[src/rtl/fchs_pkg.sv]
package fchs_pkg;
  localparam int DATA_W = 32;
  localparam int CODE_W = 2;

  localparam int CFG_TARGET_OFS = 'h00;
  localparam int CFG_RISE_OFS   = 'h04;
  localparam int CFG_FALL_OFS   = 'h08;
  localparam int STAT_BASE      = 'h40;
  localparam int REQ_BASE       = 'h80;
  localparam int ACK_BASE       = 'hC0;
  localparam int INST_STRIDE    = 'h10;

  localparam logic [CODE_W-1:0] CODE_INVALID = 2'd3;

  typedef enum logic [1:0] {
    HS_IDLE,
    HS_WAIT_ACK,
    HS_WAIT_FALL,
    HS_WAIT_CLR
  } hsState_e;

  typedef struct packed {
    logic capture;
    logic complete;
    logic riseRun;
    logic fallRun;
  } hsStrobe_t;
endpackage

[src/rtl/fchs_ctrl.sv]
module fchs_ctrl
  import fchs_pkg::*;
#(
  parameter int NUM_INST = 2
) (
  input  logic                           clk,
  input  logic                           rstN,
  input  logic [NUM_INST-1:0]            ctlReq,
  input  logic [NUM_INST-1:0]            ackBit,
  output hsStrobe_t [NUM_INST-1:0]       strobeVec
);
  for (genvar i = 0; i < NUM_INST; i++) begin : g_inst
    hsState_e  stateQ, stateD;
    hsStrobe_t strobe;

    always_comb begin
      stateD = stateQ;
      strobe = '0;
      case (stateQ)
        HS_IDLE: begin
          strobe.riseRun = !ctlReq[i];
          if (ctlReq[i]) begin
            strobe.capture = 1'b1;
            stateD = HS_WAIT_ACK;
          end
        end
        HS_WAIT_ACK: begin
          if (ackBit[i]) stateD = HS_WAIT_FALL;
        end
        HS_WAIT_FALL: begin
          strobe.fallRun = ctlReq[i];
          if (!ctlReq[i]) stateD = HS_WAIT_CLR;
        end
        HS_WAIT_CLR: begin
          if (!ackBit[i]) begin
            strobe.complete = 1'b1;
            stateD = HS_IDLE;
          end
        end
        default: stateD = HS_IDLE;
      endcase
    end

    always_ff @(posedge clk) begin
      if (!rstN) stateQ <= HS_IDLE;
      else       stateQ <= stateD;
    end

    assign strobeVec[i] = strobe;
  end
endmodule

[src/rtl/fchs_datapath.sv]
module fchs_datapath
  import fchs_pkg::*;
#(
  parameter int NUM_INST = 2,
  parameter int ADDR_W   = 12,
  parameter int CNT_W    = 8,
  parameter int TMR_W    = 16
) (
  input  logic                             clk,
  input  logic                             rstN,
  input  logic [NUM_INST-1:0]              ctlReq,
  input  logic [CODE_W*NUM_INST-1:0]       ctlCode,
  input  hsStrobe_t [NUM_INST-1:0]         strobeVec,
  input  logic                             busWrEn,
  input  logic                             busRdEn,
  input  logic [ADDR_W-1:0]                busAddr,
  input  logic [DATA_W-1:0]                busWrData,
  output logic [DATA_W-1:0]                busRdData,
  output logic                             busRdValid,
  output logic [NUM_INST-1:0]              ackBit,
  output logic [NUM_INST-1:0][CNT_W-1:0]   hsCount,
  output logic [NUM_INST-1:0]              doneFlag,
  output logic [NUM_INST-1:0]              badCodeFlag,
  output logic [NUM_INST-1:0]              riseToFlag,
  output logic [NUM_INST-1:0]              fallToFlag,
  output logic [CNT_W-1:0]                 targetCount
);
  localparam logic [ADDR_W-1:0] TARGET_ADDR = ADDR_W'(CFG_TARGET_OFS);
  localparam logic [ADDR_W-1:0] RISE_ADDR   = ADDR_W'(CFG_RISE_OFS);
  localparam logic [ADDR_W-1:0] FALL_ADDR   = ADDR_W'(CFG_FALL_OFS);
  localparam logic [CNT_W-1:0]  CNT_MAX     = {CNT_W{1'b1}};

  logic [TMR_W-1:0] riseLimit, fallLimit;
  logic [NUM_INST-1:0][DATA_W-1:0] reqWordVec;
  logic [NUM_INST-1:0][DATA_W-1:0] statWordVec;
  logic [DATA_W-1:0] rdNext;

  // Shared configuration
  always_ff @(posedge clk) begin
    if (!rstN) begin
      targetCount <= '0;
      riseLimit   <= '0;
      fallLimit   <= '0;
    end else if (busWrEn) begin
      if (busAddr == TARGET_ADDR) targetCount <= busWrData[CNT_W-1:0];
      if (busAddr == RISE_ADDR)   riseLimit   <= busWrData[TMR_W-1:0];
      if (busAddr == FALL_ADDR)   fallLimit   <= busWrData[TMR_W-1:0];
    end
  end

  for (genvar i = 0; i < NUM_INST; i++) begin : g_inst
    localparam logic [ADDR_W-1:0] ACK_ADDR = ADDR_W'(ACK_BASE + i*INST_STRIDE);

    logic              ackR, doneR, badR, riseToR, fallToR;
    logic [CODE_W-1:0] codeR;
    logic [CNT_W-1:0]  cntR;
    logic [TMR_W-1:0]  riseTmr, fallTmr;
    logic              armed, riseGo, fallGo;

    assign armed  = cntR < targetCount;
    assign riseGo = strobeVec[i].riseRun && armed && (riseLimit != '0);
    assign fallGo = strobeVec[i].fallRun && (fallLimit != '0);

    always_ff @(posedge clk) begin
      if (!rstN)                                   ackR <= 1'b0;
      else if (busWrEn && busAddr == ACK_ADDR)     ackR <= busWrData[0];
    end

    always_ff @(posedge clk) begin
      if (!rstN) begin
        codeR <= '0;
        badR  <= 1'b0;
      end else if (strobeVec[i].capture) begin
        codeR <= ctlCode[CODE_W*i +: CODE_W];
        if (ctlCode[CODE_W*i +: CODE_W] == CODE_INVALID) badR <= 1'b1;
      end
    end

    always_ff @(posedge clk) begin
      if (!rstN) begin
        cntR  <= '0;
        doneR <= 1'b0;
      end else if (strobeVec[i].complete) begin
        if (cntR != CNT_MAX) cntR <= cntR + 1'b1;
        if ((targetCount != '0) && (CNT_W'(cntR + 1'b1) == targetCount)) doneR <= 1'b1;
      end
    end

    always_ff @(posedge clk) begin
      if (!rstN) begin
        riseTmr <= '0;
        riseToR <= 1'b0;
      end else if (!riseGo) begin
        riseTmr <= '0;
      end else if (riseTmr == riseLimit) begin
        riseToR <= 1'b1;
      end else begin
        riseTmr <= riseTmr + 1'b1;
      end
    end

    always_ff @(posedge clk) begin
      if (!rstN) begin
        fallTmr <= '0;
        fallToR <= 1'b0;
      end else if (!fallGo) begin
        fallTmr <= '0;
      end else if (fallTmr == fallLimit) begin
        fallToR <= 1'b1;
      end else begin
        fallTmr <= fallTmr + 1'b1;
      end
    end

    assign ackBit[i]      = ackR;
    assign hsCount[i]     = cntR;
    assign doneFlag[i]    = doneR;
    assign badCodeFlag[i] = badR;
    assign riseToFlag[i]  = riseToR;
    assign fallToFlag[i]  = fallToR;

    assign reqWordVec[i]  = DATA_W'({ctlReq[i], 5'b0, codeR});
    assign statWordVec[i] = DATA_W'({cntR, 4'b0, fallToR, riseToR, badR, doneR});
  end

  always_comb begin
    rdNext = '0;
    if (busAddr == TARGET_ADDR) rdNext = DATA_W'(targetCount);
    if (busAddr == RISE_ADDR)   rdNext = DATA_W'(riseLimit);
    if (busAddr == FALL_ADDR)   rdNext = DATA_W'(fallLimit);
    for (int k = 0; k < NUM_INST; k++) begin
      if (busAddr == ADDR_W'(REQ_BASE + k*INST_STRIDE))  rdNext = reqWordVec[k];
      if (busAddr == ADDR_W'(ACK_BASE + k*INST_STRIDE))  rdNext = DATA_W'(ackBit[k]);
      if (busAddr == ADDR_W'(STAT_BASE + k*INST_STRIDE)) rdNext = statWordVec[k];
    end
  end

  always_ff @(posedge clk) begin
    if (!rstN) begin
      busRdData  <= '0;
      busRdValid <= 1'b0;
    end else begin
      busRdValid <= busRdEn;
      if (busRdEn) busRdData <= rdNext;
    end
  end
endmodule

[src/rtl/fchs_responder.sv]
module fchs_responder
  import fchs_pkg::*;
#(
  parameter int NUM_INST = 2,
  parameter int ADDR_W   = 12,
  parameter int CNT_W    = 8,
  parameter int TMR_W    = 16
) (
  input  logic                         clk,
  input  logic                         rstN,
  input  logic [NUM_INST-1:0]          ctlReq,
  input  logic [2*NUM_INST-1:0]        ctlCode,
  output logic [NUM_INST-1:0]          ctlAck,
  input  logic                         busWrEn,
  input  logic                         busRdEn,
  input  logic [ADDR_W-1:0]            busAddr,
  input  logic [31:0]                  busWrData,
  output logic [31:0]                  busRdData,
  output logic                         busRdValid
);
  hsStrobe_t [NUM_INST-1:0]       strobeVec;
  logic [NUM_INST-1:0][CNT_W-1:0] hsCount;
  logic [NUM_INST-1:0]            doneFlag, badCodeFlag, riseToFlag, fallToFlag;
  logic [CNT_W-1:0]               targetCount;

  fchs_ctrl #(.NUM_INST(NUM_INST)) ctrl_i (
    .clk       (clk),
    .rstN      (rstN),
    .ctlReq    (ctlReq),
    .ackBit    (ctlAck),
    .strobeVec (strobeVec)
  );

  fchs_datapath #(
    .NUM_INST(NUM_INST), .ADDR_W(ADDR_W), .CNT_W(CNT_W), .TMR_W(TMR_W)
  ) dp_i (
    .clk         (clk),
    .rstN        (rstN),
    .ctlReq      (ctlReq),
    .ctlCode     (ctlCode),
    .strobeVec   (strobeVec),
    .busWrEn     (busWrEn),
    .busRdEn     (busRdEn),
    .busAddr     (busAddr),
    .busWrData   (busWrData),
    .busRdData   (busRdData),
    .busRdValid  (busRdValid),
    .ackBit      (ctlAck),
    .hsCount     (hsCount),
    .doneFlag    (doneFlag),
    .badCodeFlag (badCodeFlag),
    .riseToFlag  (riseToFlag),
    .fallToFlag  (fallToFlag),
    .targetCount (targetCount)
  );
endmodule

[config.mk]
export PLATFORM = sky130hd
export DESIGN_NAME = fchs_responder
export DESIGN_NICKNAME = d
export VERILOG_FILES = /design/src/rtl/fchs_pkg.sv /design/src/rtl/fchs_ctrl.sv /design/src/rtl/fchs_datapath.sv /design/src/rtl/fchs_responder.sv
export SDC_FILE = /design/constraint.sdc
export NUM_CORES = 1
export LEC_CHECK = 0
export BUFFER_PORTS_ARGS = -buffer_cell sky130_fd_sc_hd__buf_4
export CAP_MARGIN = 20
export CORE_MARGIN = 4
export CORE_UTILIZATION = 50
export CTS_BUF_LIST = sky130_fd_sc_hd__clkbuf_2 sky130_fd_sc_hd__clkbuf_4 sky130_fd_sc_hd__clkbuf_8
export DETAILED_ROUTE_END_ITERATION = 12
export GPL_ROUTABILITY_DRIVEN = 1
export PLACE_DENSITY = 0.72
export SYNTH_ARGS = -nofsm -noshare
export SYNTH_HDL_FRONTEND = slang
export SYNTH_SLANG_ARGS = --single-unit
[constraint.sdc]
create_clock -name clk -period 2.8 [get_ports clk]
set_clock_uncertainty 0.05 [all_clocks]
set_input_delay 0.56 -clock clk [delete_from_list [all_inputs] [get_ports clk]]
set_output_delay 0.56 -clock clk [all_outputs]
set_load 0.01 [all_outputs]
==> metrics, run 1 <==
number of port buffers 56; H-Tree Depth 4; CP endpoint kind flip-flop; TritonCTS clock tree built; flop2flop setup slack roughly 0.54 ns; fill count between 1500 and 2000; Finish-stage setup viols 0; first-pass GRT wire length 40160 um; Clock Latency Late Sink 0.45 ns; maximum vdd ir drop 468.9 uV; clock network fraction of total power between 30% and 40%; Mean Syn Cell Area 8.129 um^2; via count of the first global-routing pass 7669; Slew Viols, Final 0; most frequently used flop master after synthesis sky130_fd_sc_hd__dfxtp_1; Core Region 0.01724 mm^2; Setup TNS Final 0 ns; Switching Power 1169 uW; main combinational cell family by area after synthesis simple AND/OR/NAND/NOR gates; weighted congestion at the end of routability-driven global placement 0.9127; measured slew at the worst slew-check pin 0.8021 ns; number of inserted diodes 0; final net count 1202; distinct cell type count after synthesis 65; share of power burned in combinational logic 10.6%; largest driver fanout on the critical path 8; headroom to the max-slew limit a little under half; worst setup path endpoint dp_i.g_inst[1].fallTmr[8]$_SDFFE_PN0N_; DP Worst Slack 0.1381 ns; share of synthesized registers carrying an async set or reset 0%; pin count of the biggest net entering global routing 38; critical path launch point dp_i.fallLimit[10]$_SDFFE_PN0P_; power density cells approximately 470 mW/mm^2; quantity of gates resized following cts 0; CP Class flip-flop to flip-flop; number of buffers added by the clock tree synthesis step 17; Hold Crit Class input pin to flip-flop; Area after DPL approximately 0.0094 mm^2; Worst R2R Start dp_i.fallLimit[10]$_SDFFE_PN0P_; die area 0.01974 mm^2; xor and xnor area share after synthesis under 10%; Clk Tree Root Cell sky130_fd_sc_hd__clkbuf_8; Setup Buffers After CTS 0; Die H 140.5 um; number of rows in the core area 48; number of violations of the max-capacitance limit 0; detailed-routing iteration count for the pre-antenna-repair pass 8; proportion of power drawn by flip-flops and latches 49.5%; Worst path slowest cell sky130_fd_sc_hd__o41ai_2; R2R Path End dp_i.g_inst[1].fallTmr[8]$_SDFFE_PN0N_; total length of routed wires 25160 um; residual DRC count 0; GRT Util Overall 25.09%; compound-gate portion of the synthesized area a little under a fifth; number of enable flip-flop cells after synthesis 0; number of vias after detailed routing about 8200; average detailed-routed wire length per instance 18.58 um; clock-pin slew reported for the worst setup and hold paths after clock tree synthesis 0.09 ns; RSZ-0062 raised after global routing no; kind of start point of the critical path flip-flop; ANT nets after route 0; Die X-Extent 140.5 um; Hold Vio Cnt, Final 0; antenna violations before repair 0; post-route cell area ~0.01 mm^2; post-synthesis share of cell area spent on and, or, nand and nor gates 24.10%; final cell count without fillers 1354; mapped cell area 0.008780 mm^2; length in cells of the worst reg-to-reg path 6; Synth Register Bits 155; area occupied by multi-input gates 0.005286 mm^2; sequence of cells on the critical path xnor2_1, nand4_1, o41ai_2, buf_4, nor3_1, o21a_1; number of buffers inserted for hold repair after clock tree synthesis 0; starting density of the core about half; placed cell count 1324; register cell area after layout 0.003103 mm^2; fraction of synthesized area in multiplexers under 10%; Synth Warn # 0; total number of clock tree sinks between 150 and 200; post-route fraction of the period consumed by the critical path 80.82%; switching part of the total 25.13%; Clock Path Buffers 2; DR iter-0 viols 954; Worst Path Required ~3.1 ns; adder-cell share of the synthesized area approximately 4.3%; leakage power total 0.003358 uW; share of final-layout standard cells stronger than drive strength 1 12.05%; final worst path period need 2.263 ns; Syn-to-layout area delta 12.04%; maximum operating frequency 0.4419 GHz; PnR worst setup slack 0.5372 ns; average via count per standard cell 6.081; Int Pwr between 3000 and 4000 uW; total congestion overflow after global routing 0; number of primary I/O pins 89; number of instances in the synthesized netlist 1080; Data arrival, critical path approximately 2.6 ns; CP peak stage delay 0.75 ns; run status complete, no violations; Seq/Total Area, Yosys between 30% and 40%; hpwl dp 18080 um
final cells by class:
| class | count | area share, % |
|---|---|---|
| clock inverters | 8 | 1.450 |
| inverters | 25 | 0.9540 |
| clock buffers | 22 | 2.887 |
| multi-input cells | 833 | 53.74 |
| repair buffers | 86 | 6.563 |
| well taps | 225 | 2.862 |
| flip-flops and latches | 155 | 31.54 |
power by group through the flow:
stage | clock network, uW | logic, uW | registers, uW
after floorplan | 0 | 328 | 2340
after global placement | 0 | 469 | 2350
after detailed placement | 0 | 486 | 2350
after CTS | 1870 | 490 | 2300
after global routing | 1970 | 548 | 2310
final | 1850 | 494 | 2300
flip-flops by register name (all words and copies together) (netlist names), 4 cells and up:
| register | flops |
|---|---|
| dp_i.riseLimit | 16 |
| dp_i.fallLimit | 16 |
| dp_i.g_inst.codeR | 4 |
| dp_i.busRdData | 16 |
| dp_i.g_inst.riseTmr | 32 |
| dp_i.targetCount | 8 |
| dp_i.g_inst.cntR | 16 |
| dp_i.g_inst.fallTmr | 32 |
| ctrl_i.g_inst.stateQ | 4 |
cells in the mapped netlist, drive strengths merged, types with 3 or more instances:
cell	n	area share, %
a21oi	107	6.1
a221oi	4	0.40
a222oi	10	1.1
a22o	3	0.30
a22oi	3	0.26
a31oi	7	0.50
a41oi	3	0.30
and2	14	1.0
and3	6	0.43
and4	8	0.80
buf	35	2.5
clkbuf	47	2.0
dfxtp	155	35
ha	30	4.3
inv	24	1.0
mux2i	23	2.6
nand2	127	5.4
nand2b	11	0.78
nand3	38	2.2
nand4	35	2.5
nor2	54	2.3
nor2b	3	0.21
nor3	15	0.91
nor4	23	1.8
o211ai	8	0.68
o21a	11	0.94
o21ai	56	3.2
o22ai	3	0.21
o31a	4	0.40
o31ai	18	1.5
o41ai	3	0.30
or2	5	0.36
or3	34	2.4
or4	24	2.1
xnor2	78	7.8
xor2	18	1.8
layer usage:
metal	GRT usage, %	routed length (um)	up-vias
met4	8.465	716	0
met3	5.804	1705	52
met2	40.60	11850	305
met1	33.04	10890	3915
met5	0	0	-
li1	-	-	3961
critical path: cells and delay by family, from the launching register on:
| kind | cells | cell delay, ns |
|---|---|---|
| flops | 1 | 0.54 |
| compound gates | 2 | 0.91 |
| simple gates | 2 | 0.22 |
| buf+inv | 1 | 0.27 |
| xor+xnor | 1 | 0.17 |
per-stage QoR:
stage / util (%) / hold slack, ns / total power, uW
final: 57.07 / 0.3160 / 4653
after floorplan: - / 0.3661 / 2672
after detailed placement: 54.59 / 0.3963 / 2840
after CTS: 57.07 / 0.3009 / 4666
after global routing: 57.07 / 0.3020 / 4829
after global placement: 54.59 / 0.3834 / 2821
how the worst min path moves through the flow:
stage | start | to | depth (start not counted)
5_1_grt | ctlCode[1] | dp_i.g_inst[0].codeR[1]$_SDFFE_PN0P_ | 3
2_1_floorplan | dp_i.g_inst[1].doneR$_SDFFE_PN0P_ | dp_i.g_inst[1].doneR$_SDFFE_PN0P_ | 2
6_report | busWrData[11] | dp_i.riseLimit[11]$_SDFFE_PN0P_ | 3
3_3_place_gp | dp_i.g_inst[1].doneR$_SDFFE_PN0P_ | dp_i.g_inst[1].doneR$_SDFFE_PN0P_ | 2
4_1_cts | busWrData[11] | dp_i.riseLimit[11]$_SDFFE_PN0P_ | 3
3_5_place_dp | dp_i.g_inst[1].doneR$_SDFFE_PN0P_ | dp_i.g_inst[1].doneR$_SDFFE_PN0P_ | 2
cells by family after synthesis:
group | after synthesis
xor+xnor | 96
other cells | 1
buf+inv | 107
fa+ha+maj | 30
compound gates | 261
simple gates | 406
mux | 24
flops | 155
cells in the final DEF, fill, tap and decap left out, types with 10 or more instances in the layout:
cell / n
sky130_fd_sc_hd__dfxtp_1: 155
sky130_fd_sc_hd__nand2_1: 127
sky130_fd_sc_hd__a21oi_1: 107
sky130_fd_sc_hd__buf_4: 86
sky130_fd_sc_hd__xnor2_1: 78
sky130_fd_sc_hd__o21ai_0: 56
sky130_fd_sc_hd__nor2_1: 54
sky130_fd_sc_hd__nand3_1: 38
sky130_fd_sc_hd__nand4_1: 35
sky130_fd_sc_hd__or3_1: 34
sky130_fd_sc_hd__ha_1: 30
sky130_fd_sc_hd__inv_1: 23
sky130_fd_sc_hd__or4_1: 23
sky130_fd_sc_hd__mux2i_1: 23
sky130_fd_sc_hd__clkbuf_8: 19
sky130_fd_sc_hd__o31ai_1: 18
sky130_fd_sc_hd__xor2_1: 18
sky130_fd_sc_hd__nor4_1: 16
sky130_fd_sc_hd__conb_1: 16
sky130_fd_sc_hd__nor3_1: 14
sky130_fd_sc_hd__and2_1: 12
sky130_fd_sc_hd__nand2b_1: 11
sky130_fd_sc_hd__o21a_1: 11
sky130_fd_sc_hd__a222oi_1: 10
(Power assumes the default switching activity.)
==> run 2: changes to the inputs <==
==> constraint.sdc (replaced) <==
create_clock -name clk -period 2.3 [get_ports clk]
set_clock_uncertainty 0.05 [all_clocks]
set_input_delay 0.46 -clock clk [delete_from_list [all_inputs] [get_ports clk]]
set_output_delay 0.46 -clock clk [all_outputs]
set_load 0.01 [all_outputs]
==> run 2 against run 1 <==
Wire length fell by 1.2%; sequential share of layout area shrank 0.63 points; combinational power rose by 26%; largest cell class unchanged.
==> metrics, run 2 (synthesized netlist as in run 1, its figures left out) <==
headroom to the max-slew limit 51.78% (was 45.82%); number of buffers inserted for hold repair after clock tree synthesis 0 (unchanged); largest driver fanout on the critical path 8 (unchanged); number of port buffers 56 (unchanged); number of vias after detailed routing 8219 (was 8233); sequence of cells on the critical path xnor2_1, nand4_1, o41ai_2, buf_4, nor3_1, o21a_1 (unchanged); number of inserted diodes 0 (unchanged); post-route fraction of the period consumed by the critical path 90.04% (was 80.82%); via count of the first global-routing pass 7657 (was 7669); Hold Crit Class input pin to flip-flop (unchanged); number of buffers added by the clock tree synthesis step 17 (unchanged); number of violations of the max-capacitance limit 0 (unchanged); Slew Viols, Final 0 (unchanged); starting density of the core 50.94% (unchanged); TritonCTS clock tree built (unchanged); Finish-stage setup viols 0 (unchanged); Clock Latency Late Sink 0.46 ns (was 0.45 ns); kind of start point of the critical path flip-flop (unchanged); measured slew at the worst slew-check pin 0.7206 ns (was 0.8021 ns); Data arrival, critical path 2.38 ns (was 2.56 ns); leading cell type in the layout, fill and taps excluded sky130_fd_sc_hd__dfxtp_1 (unchanged); pin count of the biggest net entering global routing 54 (was 38); total length of routed wires 24850 um (was 25160 um); first-pass GRT wire length 39840 um (was 40160 um); total congestion overflow after global routing 0 (unchanged); quantity of gates resized following cts 0 (unchanged); run status complete, no violations (unchanged); Setup Buffers After CTS 0 (unchanged); leakage power total 0.003475 uW (was 0.003358 uW); CP endpoint kind flip-flop (unchanged); GRT Util Overall 24.92% (was 25.09%); average detailed-routed wire length per instance 17.94 um (was 18.58 um); PnR worst setup slack 0.2290 ns (was 0.5372 ns); Largest regs dp_i.g_inst.fallTmr: 32 flops, dp_i.g_inst.riseTmr: 32 flops (unchanged); fill count 1508 (was 1595); Worst path slowest cell sky130_fd_sc_hd__o41ai_2 (unchanged); final core utilization 58.22% (was 57.07%); length in cells of the worst reg-to-reg path 6 (unchanged); Hold Vio Cnt, Final 0 (unchanged); DR iter-0 viols 821 (was 954); hpwl dp 18320 um (was 18080 um); flop2flop setup slack 0.23 ns (was 0.54 ns); total stage count of the critical path 6 (unchanged); final net count 1231 (was 1202); final worst path period need 2.071 ns (was 2.263 ns); number of rows in the core area 48 (unchanged); share of final-layout standard cells stronger than drive strength 1 14.40% (was 12.05%); worst setup path endpoint dp_i.g_inst[1].fallTmr[8]$_SDFFE_PN0N_ (unchanged); Core Region 0.01724 mm^2 (unchanged); maximum operating frequency 0.4829 GHz (was 0.4419 GHz); most used cells in the layout excluding fill and tap cells sky130_fd_sc_hd__dfxtp_1, sky130_fd_sc_hd__nand2_1, sky130_fd_sc_hd__buf_4, sky130_fd_sc_hd__a21oi_1, sky130_fd_sc_hd__xnor2_1 (was sky130_fd_sc_hd__dfxtp_1, sky130_fd_sc_hd__nand2_1, sky130_fd_sc_hd__a21oi_1, sky130_fd_sc_hd__buf_4, sky130_fd_sc_hd__xnor2_1); maximum vdd ir drop 499.5 uV (was 468.9 uV); die area 0.01974 mm^2 (unchanged); Die X-Extent 140.5 um (unchanged); detailed-routing iteration count for the pre-antenna-repair pass 5 (was 8); weighted congestion at the end of routability-driven global placement 0.9623 (was 0.9127); Clk Tree Root Cell sky130_fd_sc_hd__clkbuf_8 (unchanged); Clock Path Buffers 2 (unchanged); post-route cell area 0.01004 mm^2 (was 0.009837 mm^2); ANT nets after route 0 (unchanged); critical path launch point dp_i.fallLimit[9]$_SDFFE_PN0P_ (was dp_i.fallLimit[10]$_SDFFE_PN0P_); CP peak stage delay 0.58 ns (was 0.75 ns); number of primary I/O pins 89 (unchanged); residual DRC count 0 (unchanged); CP Class flip-flop to flip-flop (unchanged); Worst R2R Start dp_i.fallLimit[9]$_SDFFE_PN0P_ (was dp_i.fallLimit[10]$_SDFFE_PN0P_); Worst Path Required 2.61 ns (was 3.10 ns); total number of clock tree sinks 155 (unchanged); Area after DPL 0.009678 mm^2 (was 0.009410 mm^2); DP Worst Slack -0.1049 ns (was 0.1381 ns); RSZ-0062 raised after global routing no (unchanged); Die H 140.5 um (unchanged); clock-pin slew reported for the worst setup and hold paths after clock tree synthesis 0.09 ns (about the same); H-Tree Depth 4 (unchanged); power density cells 530.7 mW/mm^2 (was 473.0 mW/mm^2); cell type group with the largest total delay on the critical path compound AO/OA/AOI/OAI gates (unchanged); count of buffer and inverter cells on the critical path 1 (unchanged); Setup TNS Final 0 ns (unchanged); average via count per standard cell 5.934 (was 6.081); antenna violations before repair 0 (unchanged); Syn-to-layout area delta 14.31% (was 12.04%); R2R Path End dp_i.g_inst[1].fallTmr[8]$_SDFFE_PN0N_ (unchanged)
[run 2: worst min path at each step]
stage / from / to / cells after the start
after floorplan: dp_i.g_inst[1].doneR$_SDFFE_PN0P_ / dp_i.g_inst[1].doneR$_SDFFE_PN0P_ / 2
after global placement: dp_i.g_inst[1].codeR[0]$_SDFFE_PN0P_ / dp_i.g_inst[1].codeR[0]$_SDFFE_PN0P_ / 2
after detailed placement: dp_i.g_inst[0].codeR[0]$_SDFFE_PN0P_ / dp_i.g_inst[0].codeR[0]$_SDFFE_PN0P_ / 2
after CTS: busWrData[11] / dp_i.fallLimit[11]$_SDFFE_PN0P_ / 3
after global routing: busWrData[15] / dp_i.fallLimit[15]$_SDFFE_PN0P_ / 3
final: busWrData[10] / dp_i.fallLimit[10]$_SDFFE_PN0P_ / 3
[run 2: final cells by class]
cell class / count / area (um^2) / share of cell area, %
clock buffer: 19 / 255.2 / 2.543
timing repair buffer: 115 / 913.4 / 9.101
sequential: 155 / 3103 / 30.92
inverter: 25 / 93.84 / 0.9350
tap: 225 / 281.5 / 2.805
multi-input combinational: 833 / 5286 / 52.67
clock inverter: 13 / 102.6 / 1.022
[run 2: stage by stage]
stage                     cells  hold WS, ns  power (uW)
final                      1385       0.2182        5326
after global routing       1385       0.1972        5549
after CTS                  1385       0.1948        5352
after detailed placement   1353       0.4057        3476
after global placement     1353       0.3962        3461
after floorplan            1095       0.3661        3253
[run 2: per-layer routing]
layer / wire length, um / global-route usage, % / vias to the layer above
met5: 0 / 0 / -
met4: 765 / 9.077 / 0
met3: 1937 / 5.975 / 60
met2: 11350 / 39.29 / 293
met1: 10800 / 33.27 / 3841
li1: - / - / 4025
[run 2: report_power, final]
| part | total, uW | switching [uW] | internal [uW] | leakage, uW |
|---|---|---|---|---|
| sequential | 2800 | 56.3 | 2740 | 0.00125 |
| clock | 1900 | 1030 | 878 | 0.000176 |
| combinational | 622 | 370 | 253 | 0.00205 |
[run 2: worst min-delay path: stages]
cell,delay [ns]
sky130_fd_sc_hd__buf_4,0.12
sky130_fd_sc_hd__nand2_1,0.05
sky130_fd_sc_hd__a21oi_1,0.05
